File: src/rtl/irqf_pkg.sv
// Package: shared constants for the interrupt flag unit.
// Assumes five request sources and an eight-bit register data path.
package irqf_pkg;
    localparam int IRQ_SRC_N  = 5;
    localparam int IRQ_DATA_W = 8;

    // Bit position of each request source in every vector of the block
    typedef enum int {
        SRC_VBLANK = 0,
        SRC_STATUS = 1,
        SRC_TIMER  = 2,
        SRC_SERIAL = 3,
        SRC_KEYPAD = 4
    } irq_src_e;
endpackage

File: src/rtl/irqf_defer_stage.sv
// Module: deferred request stage.
// Captures request pulses for one step before they become visible flags.
// A write or a step empties the stage; requests of that cycle refill it.
// Assumes requests are single-cycle pulses; a held request re-sets its bit.
module irqf_defer_stage #(
    parameter int N = 5
) (
    input  logic         clk,
    input  logic         rst_n,
    input  logic [N-1:0] req_i,
    input  logic         wr_en_i,
    input  logic         step_i,
    output logic [N-1:0] defer_o
);
    logic [N-1:0] defer_q;
    logic [N-1:0] defer_d;
    logic         flush;

    // Stage is emptied by a write (clear) or a step (promotion)
    always_comb begin
        flush   = wr_en_i | step_i;
        defer_d = flush ? req_i : (defer_q | req_i);
    end

    // Deferred bit storage
    always_ff @(posedge clk) begin
        if (!rst_n) defer_q <= '0;
        else        defer_q <= defer_d;
    end

    assign defer_o = defer_q;


    req_land_chk: assert property (@(posedge clk) disable iff (!rst_n)
        (req_i != '0) |=> ((defer_o & $past(req_i)) == $past(req_i)));
endmodule

File: src/rtl/irqf_flag_store.sv
// Module: visible interrupt flag register.
// Loads the written value on a write; otherwise ORs in deferred bits on a step.
// Assumes the caller passes only the low N bits of write data.
module irqf_flag_store #(
    parameter int N = 5
) (
    input  logic         clk,
    input  logic         rst_n,
    input  logic         wr_en_i,
    input  logic [N-1:0] wr_bits_i,
    input  logic         step_i,
    input  logic [N-1:0] defer_i,
    output logic [N-1:0] flag_o
);
    logic [N-1:0] flag_q;
    logic [N-1:0] flag_d;

    // Next flag value: a write wins, then a step promotes deferred bits
    always_comb begin
        if (wr_en_i)     flag_d = wr_bits_i;
        else if (step_i) flag_d = flag_q | defer_i;
        else             flag_d = flag_q;
    end

    // Flag storage
    always_ff @(posedge clk) begin
        if (!rst_n) flag_q <= '0;
        else        flag_q <= flag_d;
    end

    assign flag_o = flag_q;


    merge_chk: assert property (@(posedge clk) disable iff (!rst_n)
        (step_i && !wr_en_i) |=> (flag_o == ($past(flag_o) | $past(defer_i))));
endmodule

File: src/rtl/irqf_pending.sv
// Module: pending vector and wake generation.
// Deferred bits count only while the processor is not halted.
// Purely combinational; assumes all inputs are stable within a cycle.
module irqf_pending #(
    parameter int N = 5
) (
    input  logic [N-1:0] ie_i,
    input  logic [N-1:0] flag_i,
    input  logic [N-1:0] defer_i,
    input  logic         halted_i,
    output logic [N-1:0] pending_o,
    output logic         wake_o
);
    // Per-source pending bit with the halt visibility rule
    for (genvar k = 0; k < N; k++) begin : g_src
        logic seen;
        always_comb seen = flag_i[k] | (defer_i[k] & ~halted_i);
        assign pending_o[k] = ie_i[k] & seen;
    end

    // Any pending source ends the halt state
    always_comb wake_o = |pending_o;
endmodule

File: src/rtl/irq_flag_unit.sv
// Module: interrupt flag unit, top level.
// Combines the deferred stage, the flag register and the pending logic, and
// formats the read value with ones above the source bits.
// Assumes DW > N and synchronous active-low reset.
module irq_flag_unit #(
    parameter int N  = irqf_pkg::IRQ_SRC_N,
    parameter int DW = irqf_pkg::IRQ_DATA_W
) (
    input  logic          clk,
    input  logic          rst_n,
    input  logic [N-1:0]  req_i,
    input  logic [N-1:0]  ie_i,
    input  logic          wr_en_i,
    input  logic [DW-1:0] wr_data_i,
    input  logic          step_i,
    input  logic          halted_i,
    output logic [DW-1:0] rd_data_o,
    output logic [N-1:0]  pending_o,
    output logic          wake_o
);
    localparam int FILL_W = DW - N;

    logic [N-1:0] defer_w;
    logic [N-1:0] flag_w;
    logic         unused_wr_hi;

    // Upper write bits carry no state
    assign unused_wr_hi = ^wr_data_i[DW-1:N];

    irqf_defer_stage #(.N(N)) defer_i (
        .clk     (clk),
        .rst_n   (rst_n),
        .req_i   (req_i),
        .wr_en_i (wr_en_i),
        .step_i  (step_i),
        .defer_o (defer_w)
    );

    irqf_flag_store #(.N(N)) store_i (
        .clk       (clk),
        .rst_n     (rst_n),
        .wr_en_i   (wr_en_i),
        .wr_bits_i (wr_data_i[N-1:0]),
        .step_i    (step_i),
        .defer_i   (defer_w),
        .flag_o    (flag_w)
    );

    irqf_pending #(.N(N)) pend_i (
        .ie_i      (ie_i),
        .flag_i    (flag_w),
        .defer_i   (defer_w),
        .halted_i  (halted_i),
        .pending_o (pending_o),
        .wake_o    (wake_o)
    );

    // Read formatting: constant ones above, merged flags and deferred bits below
    always_comb rd_data_o = {{FILL_W{1'b1}}, (flag_w | defer_w)};


    wr_load_chk: assert property (@(posedge clk) disable iff (!rst_n)
        wr_en_i |=> (rd_data_o[N-1:0] == ($past(wr_data_i[N-1:0]) | $past(req_i))));


    halt_mask_chk: assert property (@(posedge clk) disable iff (!rst_n)
        halted_i |-> ((pending_o & ~(ie_i & flag_w)) == '0));


    no_drop_chk: assert property (@(posedge clk) disable iff (!rst_n)
        !wr_en_i |=> ((rd_data_o[N-1:0] & $past(rd_data_o[N-1:0])) == $past(rd_data_o[N-1:0])));
endmodule

File: config.mk
export PLATFORM = sky130hd
export DESIGN_NAME = irq_flag_unit
export DESIGN_NICKNAME = d
export VERILOG_FILES = /design/src/rtl/irqf_pkg.sv /design/src/rtl/irqf_defer_stage.sv /design/src/rtl/irqf_flag_store.sv /design/src/rtl/irqf_pending.sv /design/src/rtl/irq_flag_unit.sv
export SDC_FILE = /design/constraint.sdc
export NUM_CORES = 1
export LEC_CHECK = 0
export ABC_AREA = 1
export CAP_MARGIN = 20
export CORE_MARGIN = 2
export CORE_UTILIZATION = 33
export CTS_CLUSTER_DIAMETER = 120
export DETAILED_ROUTE_END_ITERATION = 12
export PLACE_DENSITY = 0.84
export SYNTH_ARGS = -nofsm -noshare
export SYNTH_HDL_FRONTEND = slang
export SYNTH_SLANG_ARGS = --single-unit
File: constraint.sdc
create_clock -name clk -period 1.27 [get_ports clk]
set_clock_uncertainty 0.15 [all_clocks]
set_input_delay 0.127 -clock clk [delete_from_list [all_inputs] [get_ports clk]]
set_output_delay 0.127 -clock clk [all_outputs]
set_load 0.01 [all_outputs]
==> results.py <==
metrics = {
    "place": {
        "postPlaceCellArea_um2": 913.4,
        "gp_congestion": 0.7325,
        "numPortBuffers": 30,
        "dp_hpwl_mm": 1.167,
    },
    "run_status": {
        "status": "finished, violations left",
        "violations": "setup timing",
    },
    "timing": {
        "rsz0062_at_grt": "yes",
        "drv_slew": 0,
        "period_share_pct": 111.1,
        "setup_tns_ns": -0.3995,
        "setup_violations": 7,
        "fmax_ghz": 0.7087,
        "post-route-min-period_ns": 1.411,
        "hold_viol_final": 0,
        "setup_ws_ns": -0.1409,
    },
    "logic_synthesis": {
        "avgSynthCellArea_um2": 6.500,
        "synthCells": 82,
        "ys_ff_latch": 10,
        "syn_area_um2": 533.0,
        "ys_seq_area_share_pct": 37.56,
        "yosys_warnings": 0,
        "ys_types": 14,
    },
    "power": {
        "p_leak_nw": 0.5520,
        "ir_drop_v": 0.0006165,
        "power_density_nw_per_um2": 935.2,
    },
    "clock_tree": {
        "htreeDepth": 1,
        "insertion_delay_ns": 0.27,
        "clockBufferDepth": 2,
        "cts_root_buffer": "clkbuf_4",
        "numCtsBuffers": 3,
        "path_clk_slew_ns": 0.07,
        "clkSinkCount": 10,
        "tritoncts": "yes",
    },
    "layout": {
        "n_fill_cell": 127,
        "syn2layout_area_growth_pct": 103.1,
        "finalNetCount": 159,
        "finalInstanceArea_um2": 1082,
        "num_antenna_cells": 0,
        "drive_gt1_share_pct": 51.85,
        "layout_common_cells": "18 x clkdlybuf4s50_1, 18 x buf_4, 10 x a21oi_1",
    },
    "route": {
        "drtAntennaViolNets": 0,
        "via_count": 683,
        "detail_route.first_pass.iterations": 4,
        "wire_per_inst_um": 11.21,
        "avgViaCountPerCell": 4.523,
        "drcViolationCount": 0,
        "drtIter0Drc": 7,
        "wl_mm": 1.692,
    },
    "setup_path": {
        "r2r_end": "store_i.flag_o[4]",
        "worstSetupEndpoint": "wake_o",
        "r2r_cells": 6,
        "path_class": "reg2out",
        "r2r_slack_ns": 0.17,
        "cp-end-kind": "output port",
        "start_kind": "flop",
        "cp.required_ns": 0.99,
        "cp_max_fo": 3,
        "r2r-start": "store_i.flag_o[4]",
        "critPathLaunch": "store_i.flag_o[4]",
        "worstPathArrival_ns": 1.13,
    },
    "floorplanning": {
        "start_util_pct": 35.38,
        "io_pins": 37,
        "die_w_um": 44.19,
        "die_h_um": 44.19,
        "coreArea_um2": 1506,
        "die_area_um2": 1953,
        "rows": 14,
    },
    "global_route": {
        "grt_max_degree": 11,
        "grt_pass1_wl_mm": 2.497,
        "first_global_vias": 649,
        "overflow": 0,
        "grt_usage_pct": 17.06,
        "antenna_found_initial": 0,
    },
    "worst_hold_path": {
        "worst_hold_path_type": "in2reg",
    },
    "run": {
        "drv_cap": 0,
    },
}
-- how the worst min path moves through the flow --
stage	endpoint	from	cells after the start
after global placement	defer_i.defer_o[3]	defer_i.defer_o[3]	2
after detailed placement	defer_i.defer_o[0]	defer_i.defer_o[0]	2
final	defer_i.defer_o[4]	req_i[4]	3
after floorplan	store_i.flag_o[4]	rst_n	2
after global routing	defer_i.defer_o[2]	req_i[2]	3
after CTS	defer_i.defer_o[0]	req_i[0]	3
-- cell usage after synthesis (all sizes together) --
library cell / number / area share [%]
inv: 18 / 13
nand2: 12 / 8.5
nor2: 11 / 9.2
o21ai: 11 / 12
a21oi: 10 / 9.4
dfxtp: 10 / 38
nand3: 6 / 5.6
buf: 3 / 4.2
conb: 1 / 0.70
-- registers in the layout, summed over array words and instances, names as in the netlist --
signal / cells
defer_i.defer_o: 5
store_i.flag_o: 5
-- logic make-up after synthesis --
family	Yosys count	synth area share, %
AOI/OAI and AO/OA	21	21.13
DFF	10	37.56
other	1	0.7035
and+or+nand+nor	29	23.24
buffers and inverters	21	17.37
-- critical path, cell delays in order (launching register included) --
cell	delay, ns
dfxtp_2	0.33
inv_2	0.08
nand2_2	0.08
nand3_2	0.07
nand2_1	0.05
nor2_1	0.08
nand2_1	0.05
buf_2	0.13
-- layer usage --
layer | track usage, % | routed length [µm] | up-vias
met4 | 6.061 | 14 | 0
met2 | 31.76 | 912 | 23
met1 | 19.30 | 675 | 298
li1 | - | - | 358
met3 | 2.857 | 89 | 4
met5 | 0 | 0 | -
-- power breakdown --
part	internal (W)	leakage, nW	switching (W)	total [W]
combinational	0.000206	0.444	0.000151	0.000358
sequential	0.000341	0.0869	0.0000263	0.000368
clock	0.000174	0.0210	0.000113	0.000287
total	0.000722	0.552	0.000290	0.00101
-- through the flow --
step                      utilization (%)  setup WS, ns  total power, W  cells  hold slack, ns
after floorplan                         -        0.1907       0.0004787     84         0.08784
after global placement              60.63       -0.5229       0.0006487    137          0.3196
after detailed placement            60.63       -0.5379       0.0006591    137          0.3366
after CTS                           67.11       -0.1275       0.0009736    146          0.2940
after global routing                71.84       -0.2520        0.001073    151          0.2979
final                               71.84       -0.1409        0.001012    151          0.2947
-- layout make-up --
class | instances | area, µm² | area share, %
flip-flops and latches | 10 | 220.2 | 20.35
clock buffers | 4 | 36.28 | 3.353
multi-input cells | 53 | 302.8 | 27.98
inverters | 18 | 70.07 | 6.474
well taps | 16 | 20.02 | 1.850
repair buffers | 50 | 432.9 | 40.00
-- timing repair --
| action | 4_1_cts | 5_1_grt |
|---|---|---|
| endpoints found under the setup margin | 11 | 10 |
| hold buffers | 0 | 0 |
| pin swaps | 6 | 9 |
| setup buffers | 5 | 6 |
| gates resized for setup | 78 | 10 |
Power figures use the tool's default switching activity.
